[config.mk]
export PLATFORM = sky130hd
export DESIGN_NAME = fhx_top
export DESIGN_NICKNAME = d
export VERILOG_FILES = /design/src/rtl/fhx_pkg.sv /design/src/rtl/fhx_decode.sv /design/src/rtl/fhx_regfile.sv /design/src/rtl/fhx_xfer.sv /design/src/rtl/fhx_top.sv
export SDC_FILE = /design/constraint.sdc
export NUM_CORES = 2
export LEC_CHECK = 0
export ABC_AREA = 1
export BUFFER_PORTS_ARGS = -buffer_cell sky130_fd_sc_hd__buf_2
export CAP_MARGIN = 10
export CORE_ASPECT_RATIO = 1.5
export CORE_MARGIN = 3
export CORE_UTILIZATION = 43
export DETAILED_ROUTE_END_ITERATION = 8
export PLACE_DENSITY = 0.55
export SYNTH_ARGS = -nofsm -noshare
export SYNTH_HDL_FRONTEND = slang
export SYNTH_SLANG_ARGS = --single-unit
[constraint.sdc]
create_clock -name clk_i -period 2.3 [get_ports clk_i]
set_clock_uncertainty 0.2 [all_clocks]
set_input_delay 0.345 -clock clk_i [delete_from_list [all_inputs] [get_ports clk_i]]
set_output_delay 0.345 -clock clk_i [all_outputs]
set_load 0.05 [all_outputs]
[src/rtl/fhx_pkg.sv]
package fhx_pkg;
  localparam logic [5:0]  OP_COP1   = 6'b010001;
  localparam logic [4:0]  FMT_FROM  = 5'b00011;
  localparam logic [4:0]  FMT_TO    = 5'b00111;
  localparam logic [31:0] POISON_RD = 32'h0BADF00D;
  localparam logic [31:0] POISON_WR = 32'hDEADC0DE;

  typedef enum logic [1:0] {XF_NONE, XF_FROM, XF_TO} xf_op_e;

  typedef struct packed {
    xf_op_e     op;
    logic [4:0] rt;
    logic [4:0] fs;
  } xf_dec_t;
endpackage

[src/rtl/fhx_decode.sv]
module fhx_decode
  import fhx_pkg::*;
(
  input  logic        valid_i,
  input  logic [31:0] instr_i,
  output xf_dec_t     dec_o
);
  logic base_ok;
  assign base_ok = valid_i && (instr_i[31:26] == OP_COP1) && (instr_i[10:0] == '0);

  always_comb begin
    dec_o.rt = instr_i[20:16];
    dec_o.fs = instr_i[15:11];
    dec_o.op = XF_NONE;
    if (base_ok && instr_i[25:21] == FMT_FROM) dec_o.op = XF_FROM;
    if (base_ok && instr_i[25:21] == FMT_TO)   dec_o.op = XF_TO;
  end
endmodule

[src/rtl/fhx_regfile.sv]
module fhx_regfile #(
  parameter int unsigned NUM_REGS = 32,
  parameter int unsigned WIDTH    = 64,
  localparam int unsigned AW      = $clog2(NUM_REGS),
  localparam int unsigned HW      = WIDTH / 2
) (
  input  logic             clk_i,
  input  logic             rst_ni,
  input  logic [AW-1:0]    raddr_i,
  output logic [WIDTH-1:0] rdata_o,
  input  logic             we_i,
  input  logic [AW-1:0]    waddr_i,
  input  logic [HW-1:0]    wdata_i,
  input  logic [1:0]       whalf_i    // [1]: upper half, [0]: lower half
);
  logic [WIDTH-1:0] mem_q [NUM_REGS];

  for (genvar g = 0; g < NUM_REGS; g++) begin : g_ent
    always_ff @(posedge clk_i or negedge rst_ni) begin
      if (!rst_ni) begin
        mem_q[g] <= '0;
      end else if (we_i && waddr_i == AW'(g)) begin
        if (whalf_i[1]) mem_q[g][WIDTH-1:HW] <= wdata_i;
        if (whalf_i[0]) mem_q[g][HW-1:0]     <= wdata_i;
      end
    end
  end

  assign rdata_o = mem_q[raddr_i];
endmodule

[src/rtl/fhx_xfer.sv]
module fhx_xfer
  import fhx_pkg::*;
#(
  parameter int unsigned WIDTH = 64,
  localparam int unsigned HW   = WIDTH / 2
) (
  input  xf_dec_t          dec_i,
  input  logic             fire_i,
  input  logic             fr64_i,
  input  logic [HW-1:0]    rt_word_i,
  output logic [4:0]       raddr_o,
  input  logic [WIDTH-1:0] rdata_i,
  output logic             we_o,
  output logic [4:0]       waddr_o,
  output logic [HW-1:0]    wdata_o,
  output logic [1:0]       whalf_o,
  output logic [WIDTH-1:0] result_o,
  output logic             poison_o
);
  logic odd_fs, paired_odd;
  logic [HW-1:0] word;

  assign odd_fs     = dec_i.fs[0];
  assign paired_odd = !fr64_i && odd_fs;
  // paired mode: upper word of an even pair lives in the odd partner
  assign raddr_o    = fr64_i ? dec_i.fs : {dec_i.fs[4:1], 1'b1};

  always_comb begin
    if (fr64_i)          word = rdata_i[WIDTH-1:HW];
    else if (paired_odd) word = POISON_RD;
    else                 word = rdata_i[HW-1:0];
  end
  assign result_o = {{HW{word[HW-1]}}, word};
  assign poison_o = fire_i && paired_odd;

  always_comb begin
    we_o    = fire_i && (dec_i.op == XF_TO);
    waddr_o = raddr_o;
    wdata_o = rt_word_i;
    whalf_o = 2'b01;
    if (fr64_i) begin
      whalf_o = 2'b10;
    end else if (paired_odd) begin
      waddr_o = dec_i.fs;
      wdata_o = POISON_WR;
    end
  end
endmodule

[src/rtl/fhx_top.sv]
module fhx_top
  import fhx_pkg::*;
#(
  parameter int unsigned NUM_REGS = 32,
  parameter int unsigned WIDTH    = 64,
  localparam int unsigned HW      = WIDTH / 2
) (
  input  logic             clk_i,
  input  logic             rst_ni,
  input  logic             valid_i,
  input  logic [31:0]      instr_i,
  input  logic [HW-1:0]    rt_word_i,
  input  logic             fpu_en_i,
  input  logic             fr64_i,
  output logic [WIDTH-1:0] result_o,
  output logic             result_valid_o,
  output logic [4:0]       dest_o,
  output logic             poison_o,
  output logic             cpu_unusable_o
);
  xf_dec_t          dec;
  logic             known, fire;
  logic [4:0]       raddr, waddr;
  logic [WIDTH-1:0] rdata, res_d;
  logic             we, pois_d;
  logic [HW-1:0]    wdata;
  logic [1:0]       whalf;

  fhx_decode u_dec (.valid_i(valid_i), .instr_i(instr_i), .dec_o(dec));

  assign known = (dec.op != XF_NONE);
  assign fire  = known && fpu_en_i;

  fhx_xfer #(.WIDTH(WIDTH)) u_xfer (
    .dec_i(dec), .fire_i(fire), .fr64_i(fr64_i), .rt_word_i(rt_word_i),
    .raddr_o(raddr), .rdata_i(rdata), .we_o(we), .waddr_o(waddr),
    .wdata_o(wdata), .whalf_o(whalf), .result_o(res_d), .poison_o(pois_d)
  );

  fhx_regfile #(.NUM_REGS(NUM_REGS), .WIDTH(WIDTH)) u_rf (
    .clk_i(clk_i), .rst_ni(rst_ni), .raddr_i(raddr), .rdata_o(rdata),
    .we_i(we), .waddr_i(waddr), .wdata_i(wdata), .whalf_i(whalf)
  );

  always_ff @(posedge clk_i or negedge rst_ni) begin
    if (!rst_ni) begin
      result_o       <= '0;
      result_valid_o <= 1'b0;
      dest_o         <= '0;
      poison_o       <= 1'b0;
      cpu_unusable_o <= 1'b0;
    end else begin
      result_valid_o <= fire && (dec.op == XF_FROM);
      poison_o       <= pois_d;
      cpu_unusable_o <= known && !fpu_en_i;
      if (fire && dec.op == XF_FROM) begin
        result_o <= res_d;
        dest_o   <= dec.rt;
      end
    end
  end
endmodule

Yosys cells after proc, flatten, opt, wreduce, memory -nomap -nowiden

Index checks and enable logic that the tools add are counted.

Register bits: 2088
Input bits: 69
Output and inout bits: 72
Logic and storage cells: 231

Order comparisons: 1
Equality and inequality tests: 36
Mux-type cells: 13
Bitwise operators: 1
Reductions and logical operators: 111

Operator list:

| cell                                           | number |
|---|---|
| binary-select mux 64 bit (select 5 bit)        | 1 |
| 2-to-1 mux 32 bit                              | 4 |
| 2-to-1 mux 64 bit                              | 2 |
| AND reduction 2 bit                            | 64 |
| == test 5 bit (second input constant)          | 16 |
| logical AND 1 bit                              | 42 |
| == test 5 x 4 -> 1 bit (second input constant) | 8 |
| == test 5 x 3 -> 1 bit (second input constant) | 5 |
| == test 5 x 2 -> 1 bit (second input constant) | 3 |
| zero test 11 bit                               | 1 |
| == test 6 x 5 -> 1 bit (second input constant) | 1 |
| >= comparator 6 bit (second input constant)    | 1 |
| NOT 5 -> 6 bit                                 | 1 |
| == test 5 x 1 -> 1 bit (second input constant) | 1 |
| zero test 5 bit                                | 1 |
| 2-to-1 mux 1 bit                               | 4 |
| 2-to-1 mux 2 bit                               | 2 |
| == test 2 x 1 -> 1 bit (second input constant) | 1 |
| == test 2 bit (second input constant)          | 1 |
| zero test 1 bit                                | 2 |
| nonzero test 2 bit                             | 1 |

Longest topological paths before layout

Word-level depth: 11
Depth in mapped cells: 18
Gate-level depth less buffers: 15

Hierarchy

A second synthesis with hierarchy kept.

Cells, all modules: 12021
Area, all modules: 96606.4 µm²

Modules (own cells, without submodules):

| module      | times used | cells an instance | area an instance (µm²) | seq. area each (µm²) |
|---|---|---|---|---|
| fhx_regfile | 1          | 11447             | 92429.9                | 51249.2 |
| fhx_top     | 1          | 316               | 2941.6                 | 1801.7 |
| fhx_xfer    | 1          | 223               | 1054.8                 | 0.0 |
| fhx_decode  | 1          | 35                | 180.2                  | 0.0 |

Least setup slack after synthesis

Ideal clock, no wire load.

Path kind: in2reg
Start: in instr_i[29]
End: reg u_rf.mem_q[1664] (netlist bit)
Library setup time: 0.123 ns
Arrival time: 1.814 ns
Required time: 1.977 ns
Slack: 0.163 ns
Stages on the path: 12
Buffers on the path: 3
Path through: or2_0 inv_1 nand4_1 nor2_2 nand2_1 clkinv_2 buf_8 nand3_1 buf_2 clkbuf_1 o21ai_0 nand2_1

Cells in the longest elaborated chain, start to end: 11
Elaborated cells on any way between the ends: 13
Classes of those cells: eq/ne: 2; mux: 2; reduce/logical: 9

RTL lines:

| what                               | line              | RTL |
|---|---|---|
| start, declared                    | fhx_top.sv:11     | `input logic [31:0] instr_i,` |
| == test 6 x 5 -> 1 bit (*)         | fhx_decode.sv:9   | `assign base_ok = valid_i && (instr_i[31:26] == OP_COP1) && (instr_i[10:0] == '0);` |
| logical AND 1 bit (*) (2 in a row) | fhx_decode.sv:9   |  |
| logical AND 1 bit                  | fhx_decode.sv:15  | `if (base_ok && instr_i[25:21] == FMT_FROM) dec_o.op = XF_FROM;` |
| 2-to-1 mux 1 bit                   | fhx_decode.sv:15  |  |
| 2-to-1 mux 2 bit (*)               | fhx_decode.sv:16  | `if (base_ok && instr_i[25:21] == FMT_TO) dec_o.op = XF_TO;` |
| nonzero test 2 bit                 | fhx_top.sv:31     | `assign known = (dec.op != XF_NONE);` |
| logical AND 1 bit                  | fhx_top.sv:32     | `assign fire = known && fpu_en_i;` |
| logical AND 1 bit (*)              | fhx_xfer.sv:37    | `we_o = fire_i && (dec_i.op == XF_TO);` |
| logical AND 1 bit (*)              | fhx_regfile.sv:22 | `end else if (we_i && waddr_i == AW'(g)) begin` |
| AND reduction 2 bit (no line) (*)  | --                |  |
| end signal, assigned by index      | fhx_regfile.sv:23 | `if (whalf_i[1]) mem_q[g][WIDTH-1:HW] <= wdata_i;` |
| end signal, assigned by index      | fhx_regfile.sv:24 | `if (whalf_i[0]) mem_q[g][HW-1:0] <= wdata_i;` |
| end, declared                      | fhx_regfile.sv:16 | `logic [WIDTH-1:0] mem_q [NUM_REGS];` |

Every way passes the cells marked *; elsewhere a longest branch is shown, timed or not.
A chain may end at the register's enable or synchronous reset.

Worst setup path in the final report

Start: reg result_o[31] (netlist name)
End: out result_o[40]

RTL lines:

| what          | line          | RTL |
|---|---|---|
| end, declared | fhx_top.sv:15 | `output logic [WIDTH-1:0] result_o,` |

No word-level cell between the ends.

==> run_results.csv <==
group,metric,value,unit
floorplan,core_area,219000,sq um
setup_path,r2r-end,"result_o[26]",
setup_path,startpoint,"result_o[31]",
clock_network,h-tree-depth,4,
synth,synthesis.area,95200,sq um
timing,max-slew-margin-rel,9.22,%
placed_design,post-dp-hpwl,233000,um
drt,drt_iter0_markers,9267,
synth,syn-num-nets,12500,
global_route,antenna_found_initial,27,
pwr,max-vdd-ir-drop,0.625,mV
timing,worst_slack,-0.0192,ns
final_layout,drive_gt1_share,11.0,%
drt,ant_nets,0,
run_status,violations,"negative setup slack",
timing,min_period_over_period,101,%
global_route,grt_pass1_vias,82600,
placed_design,gp_congestion,0.893,
setup_path,cp_slowest_cell,"dfrtp_4",
synth,postSynthCellCount,12400,
setup_path,r2r_start,"u_rf.mem_q[1850]",
drt,wl_met3,30900,um
timing,rsz0062_at_grt,"true",
setup_path,cpMostUsedCell,"buf_12",
global_route,grt_overflow,0,
synth,yosysMostFrequentCell,"nand2_1",
timing,hold_ws,0.0652,ns
final_layout,finalInstanceArea,112000,sq um
timing,tightest_slew,1.36,ns
drt,wl,374000,um
setup_path,worstPathArrival,1.77,ns
timing,setup_violations,18,
clock_network,cts_root_buf,"clkbuf_16",
clock_network,cts_tree,"built",
floorplan,io_pins,141,
final_layout,area_growth,17.3,%
drt,drc_errors,0,
clock_network,cts_buffers,212,
drt,vias,84200,
hold_path,hold_class,"in -> reg",
placed_design,postPlaceCellArea,104000,sq um
drt,top_layer,"met5",
synth,synth_cell_types,34,
global_route,grt_max_degree,200,
floorplan,die_h,582,um
clock_network,cts.sinks,2088,
synth,synth-edff-count,0,
hold_path,hp-start,"instr_i[24]",
setup_path,critPathLaunchType,"flip-flop",
timing,hold_viol,0,
synth,ys_warn_count,0,
synth,synth_common_cells,"nand2_1 (5268), dfrtp_1 (2088), o21ai_0 (1588)",
setup_path,cp_max_fo,17,
floorplan,die_w,390,um
placed_design,dp_cells,14800,
synth,synth_flop_cell,"dfrtp_1",
setup_path,critPathKind,"reg -> out",
synth,yosysSeqAreaShare,54.9,%
synth,synth_seq_cells,2088,
drt,wl_met1,150000,um
final_layout,fin_cells,15200,
drt,wire_per_inst,24.6,um
setup_path,required,1.75,ns
pwr,power_leakage,0.0590,uW
synth,synthTopCellsByArea,"dfrtp_1 (55%), nand2_1 (21%), o21ai_0 (8.4%), clkbuf_1 (4.2%), nor2_1 (3.2%)",
clock_network,cts_buffer_depth,4,
setup_path,max_stage_delay,0.50,ns
synth,yosysTopAreaCell,"dfrtp_1",
hold_path,whs_path_depth,7,
setup_path,cp_cell_sequence,"buf_12 > buf_12",
synth,synth.top_cell.area_share,54.9,%
global_route,grt_use_total,32.5,%
run_status,run_status,"complete, but fails checks",
hold_path,min_to,"result_o[29]",
drt,met2_length,172000,um
floorplan,die-area,227000,sq um
flow_run,cap_violations,0,
setup_path,rr_worst_depth,13,
timing,slew_viol_final,0,
global_route,grt_pass1_wl,553000,um
floorplan,start_util,43.4,%
synth,synth.avg_cell_area,7.65,sq um
setup_path,rrSetupSlack,0.33,ns
synth,async_reset_ff_share,100,%
pwr,powerDensity,709,nW/um^2
timing,timing.final.crit_period,2.32,ns
drt,vias_per_cell,5.54,
floorplan,rows,210,
setup_path,end_kind,"primary output",
drt,drt_first_pass_iters,6,
placed_design,portBuffers,140,
final_layout,nets,12300,
timing,fmax,431,MHz
clock_network,clkTransAtPathRegs,0.07,ns
clock_network,clock_latency,0.89,ns
[layout make-up]
| class | instances | area (sq um) |
|---|---|---|
| fill | 20900 | 107000 |
| antenna | 7 | 17.5 |
| inverter | 375 | 1450 |
| timing repair buffer | 973 | 11200 |
| multi-input combinational | 8540 | 36000 |
| clock inverter | 80 | 985 |
| clock buffer | 290 | 6110 |
| tap | 2862 | 3580 |
| sequential | 2088 | 52300 |
[per-stage QoR]
stage / power (uW) / setup slack [ns] / util, % / setup TNS [ns]
2_1_floorplan: 39600 / 0.163 / - / 0
3_3_place_gp: 43300 / -0.834 / 47.3 / -598.96
3_5_place_dp: 43300 / -0.834 / 47.3 / -634.53
4_1_cts: 79500 / -0.0510 / 50.8 / -1.01
5_1_grt: 81400 / -0.0547 / 51.0 / -1.04
6_report: 79100 / -0.0192 / 51.0 / -0.244
[worst max path at each step]
stage / slack (ns) / cells after the start / end
after global placement: -0.83 / 17 / result_o[17]
after detailed placement: -0.83 / 17 / result_o[17]
final: -0.02 / 2 / result_o[40]
after CTS: -0.05 / 2 / result_o[48]
after global routing: -0.05 / 2 / result_o[41]
after floorplan: 0.16 / 12 / u_rf.mem_q[1664]
[registers in the layout, summed over array words and instances, names as in the netlist]
register and count:
dest_o 5, u_rf.mem_q 2048, result_valid_o 1, result_o 32, cpu_unusable_o 1, poison_o 1
[power breakdown]
part | internal (uW) | total [uW] | switching (uW)
combinational | 1680 | 6080 | 4400
sequential | 36700 | 36700 | 0.00398
clock | 20900 | 36300 | 15400
total | 59300 | 79100 | 19800
[per-layer routing]
layer  vias up  track usage, %
met5         -               0
met3       995            5.33
met1     41200            42.8
met2      4002            52.0
met4         6            15.9
li1      38000               -
[cells by family after synthesis]
family / synth area share [%]
compound gates: 10.6
buf+inv: 7.78
flops: 54.9
simple gates: 26.7
[worst max-delay path, delay by kind of cell, from the launching register on]
kind / cells / cell delay, ns
DFF: 1 / 0.50
buffers and inverters: 2 / 0.37
[cell usage in the layout, fill, tap and decap left out, types with 3 or more instances in the layout]
| cell | n |
|---|---|
| buf_6 | 14 |
| nand3_1 | 331 |
| diode_2 | 7 |
| buf_8 | 9 |
| inv_1 | 365 |
| nor2_4 | 37 |
| buf_12 | 306 |
| bufinv_16 | 22 |
| clkinvlp_4 | 9 |
| nor2_1 | 801 |
| nand2_1 | 5265 |
| nand2_4 | 3 |
| dfrtp_1 | 2083 |
| clkbuf_8 | 45 |
| nand4_1 | 46 |
| nor4_1 | 5 |
| dfrtp_2 | 4 |
| buf_2 | 98 |
| clkinv_2 | 48 |
| a21oi_1 | 175 |
| buf_16 | 3 |
| o22ai_1 | 58 |
| or2_2 | 3 |
| nand3_4 | 32 |
| buf_4 | 489 |
| o21ai_1 | 182 |
| clkbuf_1 | 30 |
| dlygate4sd3_1 | 51 |
| o21ai_0 | 1588 |
| inv_6 | 4 |
| clkbuf_16 | 218 |
[timing repair]
action,4_1_cts,5_1_grt
setup endpoints to repair,38,109
endpoints found under the hold margin,3130,0
hold buffers,51,0
gates cloned,0,3
resized for setup,50,74
buffers inserted,2,0
No activity file was read; power rests on OpenSTA's default activity.
